<file path="src/rtl/bisync_tx_pkg.sv">
package bisync_tx_pkg;

  typedef enum logic [2:0] {
    ST_IDLE,
    ST_SYNC,
    ST_DATA,
    ST_CHECK,
    ST_GAP
  } txState_t;

  localparam int CHK_IDX_W = 4;

  // strobes from control to datapath
  typedef struct packed {
    logic                 selData;
    logic                 selChk;
    logic                 synSecond;
    logic [CHK_IDX_W-1:0] chkIdx;
  } txStrobe_t;

endpackage

</file>
<file path="src/rtl/bisync_tx_ctrl.sv">
module bisync_tx_ctrl
  import bisync_tx_pkg::*;
#(
  parameter int PAIR_W    = 4,
  parameter int CHK_BYTES = 2
) (
  input  logic              clk,
  input  logic              rstN,
  input  logic              enable,
  input  logic [PAIR_W-1:0] pairCount,
  input  logic              shortCheck,
  input  logic              msgValid,
  input  logic              msgLast,
  input  logic              txReady,
  output logic              txValid,
  output logic              msgReady,
  output logic              rts,
  output txStrobe_t         strobe
);

  localparam logic [CHK_IDX_W-1:0] FULL_LAST = CHK_IDX_W'(CHK_BYTES - 1);

  txState_t              state;
  logic [PAIR_W-1:0]     pairIdx;
  logic [PAIR_W-1:0]     target;
  logic                  secondHalf;
  logic [CHK_IDX_W-1:0]  chkIdx;

  logic                  inSync;
  logic                  countMet;
  logic [CHK_IDX_W-1:0]  lastIdx;

  assign inSync   = (state == ST_SYNC) || (state == ST_GAP);
  assign countMet = (pairIdx == target);
  assign lastIdx  = shortCheck ? '0 : FULL_LAST;

  always_ff @(posedge clk or negedge rstN) begin
    if (!rstN) begin
      state      <= ST_IDLE;
      pairIdx    <= '0;
      target     <= '0;
      secondHalf <= 1'b0;
      chkIdx     <= '0;
    end else begin
      case (state)
        ST_IDLE: begin
          if (enable) begin
            state      <= ST_SYNC;
            pairIdx    <= '0;
            secondHalf <= 1'b0;
            target     <= pairCount;
          end
        end
        ST_SYNC, ST_GAP: begin
          if (txReady) begin
            if (!secondHalf) begin
              secondHalf <= 1'b1;
            end else begin
              secondHalf <= 1'b0;
              if (!enable) begin
                state <= ST_IDLE;
              end else if (!countMet) begin
                pairIdx <= pairIdx + 1'b1;
              end else if (msgValid) begin
                state <= ST_DATA;
              end
            end
          end
        end
        ST_DATA: begin
          if (msgValid && txReady && msgLast) begin
            state  <= ST_CHECK;
            chkIdx <= '0;
          end
        end
        ST_CHECK: begin
          if (txReady) begin
            if (chkIdx == lastIdx) begin
              state      <= ST_GAP;
              pairIdx    <= '0;
              secondHalf <= 1'b0;
              target     <= pairCount;
            end else begin
              chkIdx <= chkIdx + 1'b1;
            end
          end
        end
        default: state <= ST_IDLE;
      endcase
    end
  end

  always_comb begin
    rts              = (state != ST_IDLE);
    txValid          = inSync || (state == ST_CHECK) || ((state == ST_DATA) && msgValid);
    msgReady         = (state == ST_DATA) && txReady;
    strobe.selData   = (state == ST_DATA);
    strobe.selChk    = (state == ST_CHECK);
    strobe.synSecond = secondHalf;
    strobe.chkIdx    = chkIdx;
  end

endmodule

</file>
<file path="src/rtl/bisync_tx_dp.sv">
module bisync_tx_dp
  import bisync_tx_pkg::*;
#(
  parameter int DATA_W = 8,
  parameter int CHK_W  = 16
) (
  input  txStrobe_t         strobe,
  input  logic [DATA_W-1:0] syn1Code,
  input  logic [DATA_W-1:0] syn2Code,
  input  logic [DATA_W-1:0] msgData,
  input  logic [CHK_W-1:0]  chkValue,
  input  logic              parityOn,
  input  logic              msbFirst,
  output logic [DATA_W-1:0] txByte
);

  localparam int CHK_BYTES = CHK_W / DATA_W;

  logic [DATA_W-1:0] dataChar;
  logic [DATA_W-1:0] chkByte;
  logic [DATA_W-1:0] rawChar;
  logic [DATA_W-1:0] revChar;

  // parity replaces the top bit of a 7-bit character
  always_comb begin
    if (parityOn) dataChar = {^msgData[DATA_W-2:0], msgData[DATA_W-2:0]};
    else          dataChar = msgData;
  end

  always_comb begin
    chkByte = '0;
    for (int i = 0; i < CHK_BYTES; i++) begin
      if (strobe.chkIdx == CHK_IDX_W'(i)) chkByte = chkValue[i*DATA_W +: DATA_W];
    end
  end

  always_comb begin
    if (strobe.selData)        rawChar = dataChar;
    else if (strobe.selChk)    rawChar = chkByte;
    else if (strobe.synSecond) rawChar = syn2Code;
    else                       rawChar = syn1Code;
  end

  for (genvar g = 0; g < DATA_W; g++) begin : g_rev
    assign revChar[g] = rawChar[DATA_W-1-g];
  end

  assign txByte = msbFirst ? revChar : rawChar;

endmodule

</file>
<file path="src/rtl/bisync_sync_inserter.sv">
module bisync_sync_inserter
  import bisync_tx_pkg::*;
#(
  parameter int DATA_W = 8,
  parameter int CHK_W  = 16,
  parameter int PAIR_W = 4
) (
  input  logic              clk,
  input  logic              rstN,
  input  logic              enable,
  input  logic [PAIR_W-1:0] pairCount,
  input  logic [DATA_W-1:0] syn1Code,
  input  logic [DATA_W-1:0] syn2Code,
  input  logic              sumCheck,
  input  logic              transparent,
  input  logic              msbFirst,
  input  logic [DATA_W-1:0] msgData,
  input  logic              msgValid,
  input  logic              msgLast,
  output logic              msgReady,
  input  logic [CHK_W-1:0]  chkValue,
  output logic [DATA_W-1:0] txByte,
  output logic              txValid,
  input  logic              txReady,
  output logic              rts
);

  localparam int CHK_BYTES = CHK_W / DATA_W;

  txStrobe_t strobe;
  logic      parityOn;

  assign parityOn = sumCheck & ~transparent;

  bisync_tx_ctrl #(
    .PAIR_W   (PAIR_W),
    .CHK_BYTES(CHK_BYTES)
  ) u_ctrl (
    .clk       (clk),
    .rstN      (rstN),
    .enable    (enable),
    .pairCount (pairCount),
    .shortCheck(parityOn),
    .msgValid  (msgValid),
    .msgLast   (msgLast),
    .txReady   (txReady),
    .txValid   (txValid),
    .msgReady  (msgReady),
    .rts       (rts),
    .strobe    (strobe)
  );

  bisync_tx_dp #(
    .DATA_W(DATA_W),
    .CHK_W (CHK_W)
  ) u_dp (
    .strobe  (strobe),
    .syn1Code(syn1Code),
    .syn2Code(syn2Code),
    .msgData (msgData),
    .chkValue(chkValue),
    .parityOn(parityOn),
    .msbFirst(msbFirst),
    .txByte  (txByte)
  );

endmodule

</file>
<file path="config.mk">
export PLATFORM = sky130hd
export DESIGN_NAME = bisync_sync_inserter
export DESIGN_NICKNAME = d
export VERILOG_FILES = /design/src/rtl/bisync_tx_pkg.sv /design/src/rtl/bisync_tx_ctrl.sv /design/src/rtl/bisync_tx_dp.sv /design/src/rtl/bisync_sync_inserter.sv
export SDC_FILE = /design/constraint.sdc
export NUM_CORES = 1
export LEC_CHECK = 0
export BUFFER_PORTS_ARGS = -buffer_cell sky130_fd_sc_hd__buf_2
export CORE_MARGIN = 5
export CORE_UTILIZATION = 45
export CTS_CLUSTER_DIAMETER = 50
export CTS_CLUSTER_SIZE = 16
export DETAILED_ROUTE_END_ITERATION = 10
export PLACE_DENSITY = 0.78
export REMOVE_ABC_BUFFERS = 1
export SYNTH_ARGS = -nofsm -noshare
export SYNTH_HDL_FRONTEND = slang
export SYNTH_SLANG_ARGS = --single-unit
</file>
<file path="constraint.sdc">
create_clock -name clk -period 2.1 [get_ports clk]
set_clock_uncertainty 0.2 [all_clocks]
set_input_delay 0.42 -clock clk [delete_from_list [all_inputs] [get_ports clk]]
set_output_delay 0.42 -clock clk [all_outputs]
set_load 0.1 [all_outputs]
</file>
==> key figures, run 1 <==
Place
  • Placer Congestion: 0.817
  • Port Buffers: 63
  • Placed Area: 2450 sq um
  • HPWL after DPL: about 4100 um
  • Dpl cells: 334

Drt
  • Vias: ~2,400
  • Via-per-instance ratio: 6.58
  • Post-DRT Antenna Nets: 0
  • # DRC: 0
  • TritonRoute pass-1 iters: 5
  • Total Wirelength: 9180 um
  • Initial drt markers: 289
  • Routed WL per cell: approximately 26 um

GRT
  • M2 GR Usage: approximately 48%
  • Largest net degree at the start of global routing: 18
  • First-pass GRT wire length: roughly 11,000 um
  • Initial antenna violation count: 1
  • Vias in the first global route: 2,130
  • GRT met1 Usage: between 30% and 40%
  • GRT Resource Usage Total: 26.8%
  • GR peak layer: met2
  • Final global-route overflow total: 0
  • Grt met3 use: 5.26%

Job
  • Max Cap Viol: 0

Critical path
  • CP peak stage delay: 0.39 ns
  • Cell Chain, Critical Path: inv_2 > ha_4 > nor2b_4 > a22oi_2 > nor2_2 > a311oi_2 > buf_4 > mux2i_4 > buf_12
  • Reg-to-Reg Start: u_ctrl.state[1]$_DFFE_PN0P_
  • Critical Path End Type: output pin
  • Crit path kind: reg2out
  • Worst R2R Setup Slack: -0.48 ns
  • Endpoint of the worst register-to-register path: u_ctrl.state[1]$_DFFE_PN0P_
  • Critical Path AT: 2.14 ns
  • R2R depth: 10
  • Maximum fanout along the worst path: 6
  • Worst Path Required: 1.48 ns
  • Crit path launch type: flip-flop
  • Slowest CP cell: dfrtp_1

STA
  • Final setup fails: 24
  • Post-route setup TNS: -7.87 ns
  • Slew margin rel.: 64.6%
  • Post-route clock period utilization: 131%
  • Hold WS: 0.182 ns
  • RSZ-0062 raised after global routing: true
  • Setup WS post-layout: -0.656 ns
  • Worst slew pin tran: 0.527 ns
  • Final Slew Violations: 0
  • Post-layout minimum cycle time: approximately 2.8 ns
  • Hold Vio Cnt, Final: 0
  • Fmax: 363 MHz

Pwr
  • Maximum vdd ir drop: 1.32 mV
  • Clock network power share: 4.9%
  • Power Dens Cells: 1890 nW/um^2
  • Leak: ~1.5 nW
  • NetSw: 3.15 mW
  • Combinational power share: 85.4%
  • Internal power: 2.85 mW
  • Sequential Power Share: 9.6%
  • Sw Ratio: between 50 and 60%

Outcome
  • Status: finished with violations
  • Failing checks: negative setup slack

CTS
  • Clk Latency, worst-skew pair: approximately 0.26 ns
  • Num Clock Sinks: 16
  • Clock slew at reported path FFs: 0.07 ns
  • Maximum root-to-sink buffer count: 2
  • TritonCTS Buffers: 3
  • Max H-tree Level: 1
  • CTS tree: built
  • Root Buffer: clkbuf_8

Synthesis
  • Largest cells by area after synthesis: dfrtp_1 (24%), mux2i_1 (11%), nor2_1 (4.0%)
  • Post-synth EDFFs: 0
  • Syn Inst Count: 197
  • Post-synth top area share: 23.9%
  • Synth area leader: dfrtp_1
  • Library cells used by synthesis: 56
  • Post-synth ARST share: 100%
  • Top_reg_cell synth: dfrtp_1
  • Ys Warns: 0
  • Post-Syn Area: ~1700 sq um
  • Mapped Avg Cell Area: about 8.5 sq um
  • Register area share after synthesis: between 20% and 30%
  • #FFs+latches synth: 16

Finish
  • Post-Layout Cell Count: 360
  • Area Overhead vs Synth: 89.8%
  • Finished layout cell area: approximately 3200 sq um
  • Nets: 369
  • Layout cells sized above 1: 63.0%
  • Fillers: 173

Min path
  • Hold path cells: 2
  • Hold path endpoint: u_ctrl.target[1]$_DFFE_PN0P_
  • Worst Hold Launch: pairCount[1]
  • HP Class: in2reg

Floorplanning
  • Die Width: just over 70 um
  • Initial Utilization: 46.1%
  • Full die area: a little over 5000 sq um
  • Die H: 71.0 um
  • FP Rows: 22
  • Core area: 3630 sq um
  • I/O pin count: 64
==> power groups by stage <==
stage	combinational, mW	sequential (mW)	clock [mW]
floorplan	2.04	0.617	0
global placement	3.41	0.546	0
detailed placement	3.48	0.550	0
CTS	4.04	0.547	0.284
global route	5.29	0.589	0.312
finish	5.13	0.579	0.295
==> worst max-delay path: cells and delay by family, from the launching register on <==
family                     cells  cell delay [ns]
buffers and inverters          3             0.53
and+or+nand+nor                2             0.40
DFF                            1             0.39
muxes                          1             0.22
AOI/OAI and AO/OA              2             0.17
adders and majority gates      1             0.16
==> repair_timing <==
action,CTS,global route
gates cloned,0,1
pin swaps,11,17
resized for setup,55,56
hold endpoints to repair,16,0
endpoints found under the setup margin,13,23
hold buffers,1,0
buffers inserted,8,14
==> cell type report <==
| cell class | count | area (sq um) | share of cell area, % |
|---|---|---|---|
| sequential | 16 | 402 | 12.6 |
| multi-input combinational | 162 | 1570 | 49.4 |
| inverter | 7 | 28.8 | 0.905 |
| clock buffer | 4 | 55.1 | 1.73 |
| timing repair buffer | 122 | 1060 | 33.4 |
| antenna | 1 | 2.50 | 0.0787 |
| tap | 48 | 60.1 | 1.89 |
==> flip-flops by register name, indices dropped and copies added (netlist names) <==
register,flops
u_ctrl.chkIdx,4
u_ctrl.pairIdx,4
u_ctrl.secondHalf,1
u_ctrl.target,4
u_ctrl.state,3
==> cell usage after synthesis (all sizes together) (2+ instances only) <==
cell / count
nand4: 2
nor4: 2
a21o: 2
a21oi: 5
dfrtp: 16
a211oi: 3
inv: 7
nor3: 3
o21ai: 9
ha: 4
nand2: 16
a31oi: 6
xnor2: 3
or4: 2
a22oi: 7
and4: 2
nor2b: 5
mux2i: 18
xnor3: 2
nand3: 8
o2bb2ai: 2
a21boi: 3
mux2: 7
o31ai: 2
buf: 9
xor2: 4
nand2b: 5
nor2: 19
a311oi: 5
o22ai: 2
clkbuf: 3
==> logic make-up after synthesis <==
kind of cell             synth area share [%]
AO/OA/AOI/OAI                            23.5
XOR/XNOR                                 6.35
adder cells (fa/ha/maj)                  3.58
buffers and inverters                    5.23
flip-flops                               23.9
multiplexers                             15.5
AND/OR/NAND/NOR                          22.0
==> cells in the final DEF (no fill, tap or decap), types with 4 or more instances in the layout <==
| cell type | synthesis | final |
|---|---|---|
| a22oi_1 | 7 | 4 |
| nand3_1 | 8 | 7 |
| inv_1 | 6 | 4 |
| nand2_1 | 16 | 13 |
| clkbuf_8 | 0 | 4 |
| a311oi_2 | 0 | 5 |
| mux2_4 | 0 | 6 |
| buf_12 | 0 | 13 |
| buf_2 | 7 | 50 |
| buf_6 | 1 | 19 |
| mux2i_1 | 18 | 15 |
| buf_4 | 0 | 37 |
| o21ai_2 | 1 | 6 |
| dfrtp_1 | 16 | 15 |
| nand2b_4 | 0 | 4 |
| nor2_1 | 18 | 16 |
| xor2_1 | 4 | 4 |
==> worst max-delay path by stage <==
stage,startpoint,endpoint,slack (ns),cells after the start
3_3_place_gp,msgData[4],txByte[0],-0.56,7
5_1_grt,u_ctrl.chkIdx[1]$_DFFE_PN0P_,txByte[0],-0.69,9
6_report,u_ctrl.chkIdx[1]$_DFFE_PN0P_,txByte[0],-0.66,9
3_5_place_dp,msgData[4],txByte[0],-0.68,7
2_1_floorplan,u_ctrl.state[1]$_DFFE_PN0P_,txByte[0],-2.05,5
4_1_cts,msgData[2],txByte[7],-0.49,7
==> per-stage QoR <==
step	setup slack [ns]	util [%]	power [mW]
after floorplan	-2.05	-	2.66
after global placement	-0.565	67.5	3.95
after detailed placement	-0.680	67.5	4.03
after CTS	-0.490	77.3	4.87
after global routing	-0.687	87.5	6.19
final	-0.656	87.5	6.01
==> layer usage <==
metal	up-vias	share of wire [%]
li1	974	-
met1	1124	34
met2	194	48
met3	78	8.4
met4	0	8.8
met5	-	0
Power figures use the tool's default switching activity.
==> run 2, diff against run 1 <==
--- a/config.mk
+++ b/config.mk
@@ -6,8 +6,10 @@
 export NUM_CORES = 1
 export LEC_CHECK = 0
 export BUFFER_PORTS_ARGS = -buffer_cell sky130_fd_sc_hd__buf_2
+export CELL_PAD_IN_SITES_DETAIL_PLACEMENT = 0
+export CELL_PAD_IN_SITES_GLOBAL_PLACEMENT = 1
 export CORE_MARGIN = 5
-export CORE_UTILIZATION = 45
+export CORE_UTILIZATION = 32
 export CTS_CLUSTER_DIAMETER = 50
 export CTS_CLUSTER_SIZE = 16
 export DETAILED_ROUTE_END_ITERATION = 10
@@ -15,4 +17,5 @@
 export REMOVE_ABC_BUFFERS = 1
 export SYNTH_ARGS = -nofsm -noshare
 export SYNTH_HDL_FRONTEND = slang
+export SYNTH_HIERARCHICAL = 1
 export SYNTH_SLANG_ARGS = --single-unit
==> run 2 against run 1 <==
  * The flow still finishes with violations (negative setup slack)
  * Fmax is 4.7% lower
  * Core utilization down 34 points
  * First-iteration DRC count down 87%
  * Critical endpoint is now txByte[6]
  * Hold slack better by 0.018 ns
  * Synthesized area down 8.1%
  * Sequential share of layout area up 3.4 points
  * Wire length fell by 50%
  * Final area shrank 21%
  * Clock power down 6%
  * Non-clock buffer count is 25 lower
==> key figures, run 2 <==
Outcome
  • Status: finished with violations
  • Failing checks: negative setup slack

Critical path
  • CP peak stage delay: roughly 0.56 ns
  • Critical Path End Type: output pin
  • Slowest CP cell: or4b_4
  • Worst Path Required: 1.48 ns
  • Crit path depth: 6
  • Most frequent CP cell: mux2i_1
  • Bufs and invs on worst path: 1
  • Critical Path AT: 2.27 ns
  • Maximum fanout along the worst path: 8
  • Cell Chain, Critical Path: and3b_1 > or4b_4 > o22ai_2 > mux2i_1 > mux2i_1 > bufbuf_16
  • Crit path launch type: flip-flop
  • Crit path max-delay family: simple AND/OR/NAND/NOR gates
  • Worst R2R Setup Slack: -0.24 ns
  • Crit path kind: reg2out
  • R2R depth: 9

Drt
  • Initial drt markers: 39
  • Total Wirelength: 4600 um
  • Via-per-instance ratio: 5.27
  • Post-DRT Antenna Nets: 0
  • Routed WL per cell: around 15 um
  • # DRC: 0
  • Vias: 1,596
  • TritonRoute pass-1 iters: 4

Floorplanning
  • Die H: 79.4 um
  • Full die area: 6300 sq um
  • I/O pin count: 64
  • FP Rows: 25
  • Die Width: 79.4 um
  • Initial Utilization: 32.8%
  • Core area: 4690 sq um

GRT
  • First-pass GRT wire length: 7710 um
  • Final global-route overflow total: 0
  • Largest net degree at the start of global routing: 17
  • Vias in the first global route: between 1,500 and 2,000
  • GRT Resource Usage Total: 15.5%
  • Initial antenna violation count: 0

Synthesis
  • Most frequent cell after synthesis: mux2i_1
  • #FFs+latches synth: 16
  • Largest cells by area after synthesis: dfrtp_1 (26%), mux2i_1 (20%), xnor2_1 (4.0%)
  • Top_reg_cell synth: dfrtp_1
  • Post-synth top area share: 26.0%
  • Register area share after synthesis: 26.0%
  • Ys Warns: 6
  • Synth area leader: dfrtp_1
  • Post-synth ARST share: 100%
  • Post-synth EDFFs: 0
  • Mapped Avg Cell Area: 9.62 sq um
  • Syn Inst Count: 160
  • Post-Syn Area: roughly 1500 sq um
  • Library cells used by synthesis: 47
  • Synth top cells by count: mux2i_1 (30), dfrtp_1 (16), nand2_1 (15), o21ai_0 (9), xnor2_1 (7)

Place
  • HPWL after DPL: 3660 um
  • Placer Congestion: 0.855
  • Port Buffers: 63
  • Dpl cells: between 200 and 300

CTS
  • Clock slew at reported path FFs: 0.06 ns
  • Clk Latency, worst-skew pair: 0.25 ns
  • Root Buffer: clkbuf_8
  • Maximum root-to-sink buffer count: 2
  • CTS tree: built
  • Num Clock Sinks: 16
  • TritonCTS Buffers: 3
  • Max H-tree Level: 1

STA
  • Setup WS post-layout: -0.792 ns
  • Final Slew Violations: 0
  • Hold WS: 0.200 ns
  • Final setup fails: 12
  • Hold Vio Cnt, Final: 0
  • Post-layout minimum cycle time: 2.89 ns
  • RSZ-0062 raised after global routing: true
  • Post-route setup TNS: -6.72 ns
  • Worst slew pin tran: 0.390 ns
  • Post-route clock period utilization: 138%
  • Slew margin rel.: 74.0%
  • Fmax: 346 MHz

Finish
  • Most common library cell in the layout ignoring fill and taps: buf_2
  • Post-Layout Cell Count: just over 300
  • Layout cells sized above 1: 53.8%
  • Final Core Density: 53.4%
  • Biggest regs: u_ctrl/chkIdx: 4 flops, u_ctrl/pairIdx: 4 flops, u_ctrl/target: 4 flops
  • Antenna cells: 0
  • Most frequent cells in the layout: buf_2 (52), mux2i_1 (28), buf_4 (24)
  • Area Overhead vs Synth: 62.8%
  • Nets: 305

Min path
  • HP Class: in2reg
  • Hold path cells: 2

Pwr
  • Leak: 1.16 nW
  • Post-layout total power: roughly 4.6 mW
  • Power Dens Cells: approximately 1800 nW/um^2
  • Maximum vdd ir drop: 1.28 mV

Job
  • Max Cap Viol: 0
## run 2: cell count changes after synthesis, moves of 4 or more
cell and change:
nor2_1 -15, mux2i_1 +12, a22oi_1 -7, a311oi_1 -5
a31oi_1 -5, buf_2 -5, nand2b_1 -4, nor2b_1 -4
o21ai_0 +4, o22ai_1 +4, xnor2_1 +4
## run 2: final timing paths
| path | start | endpoint |
|---|---|---|
| max | u_ctrl/state[2]$_DFFE_PN0P_ | txByte[6] |
| min | pairCount[1] | u_ctrl/target[1]$_DFFE_PN0P_ |
| max reg2reg | u_ctrl/state[1]$_DFFE_PN0P_ | u_ctrl/state[1]$_DFFE_PN0P_ |
| min reg2reg | u_ctrl/pairIdx[3]$_DFFE_PN0P_ | u_ctrl/pairIdx[3]$_DFFE_PN0P_ |
| max in group asynchronous | rstN | u_ctrl/target[1]$_DFFE_PN0P_ |
| min in group asynchronous | rstN | u_ctrl/pairIdx[2]$_DFFE_PN0P_ |
## run 2: cells by family after synthesis
group | after synthesis | share of synthesized area, %
XOR/XNOR | 10 | 7.48
buffers and inverters | 15 | 6.50
adder cells (fa/ha/maj) | 2 | 1.63
AND/OR/NAND/NOR | 45 | 17.3
flip-flops | 16 | 26.0
multiplexers | 37 | 24.6
AO/OA/AOI/OAI | 35 | 16.4
## run 2: final cells by class
class / count / area [sq um]
Fill cell: 423 / 2190
Clock buffer: 4 / 55.1
Tap cell: 54 / 67.6
Inverter: 3 / 11.3
Multi-Input combinational cell: 129 / 1160
Sequential cell: 16 / 400
Timing Repair Buffer: 97 / 815
## run 2: metrics by stage
stage	instance area, sq um	worst slack (ns)
floorplan	1450	-1.88
global placement	2200	-0.488
detailed placement	2200	-0.511
CTS	2400	-0.801
global route	2500	-0.880
finish	2500	-0.792
## run 2: layer usage
layer / wire length [um] / track usage [%] / vias to the layer above
met4: 76 / 6.19 / 0
met5: 0 / 0 / -
li1: - / - / 784
met2: 2080 / 24.3 / 70
met1: 1950 / 19.5 / 736
met3: 491 / 5.33 / 6
## run 2: timing repair
item                                    CTS  global route
pin swaps                                 6             7
endpoints found under the setup margin   14            23
hold buffers                              1             0
resized for setup                        22            24
buffers inserted                          4             5
endpoints found under the hold margin    16             0
## run 2: power breakdown
group	switching (mW)	internal (mW)
logic	2.08	1.67
clock network	0.109	0.166
registers	0.113	0.437
total	2.31	2.28
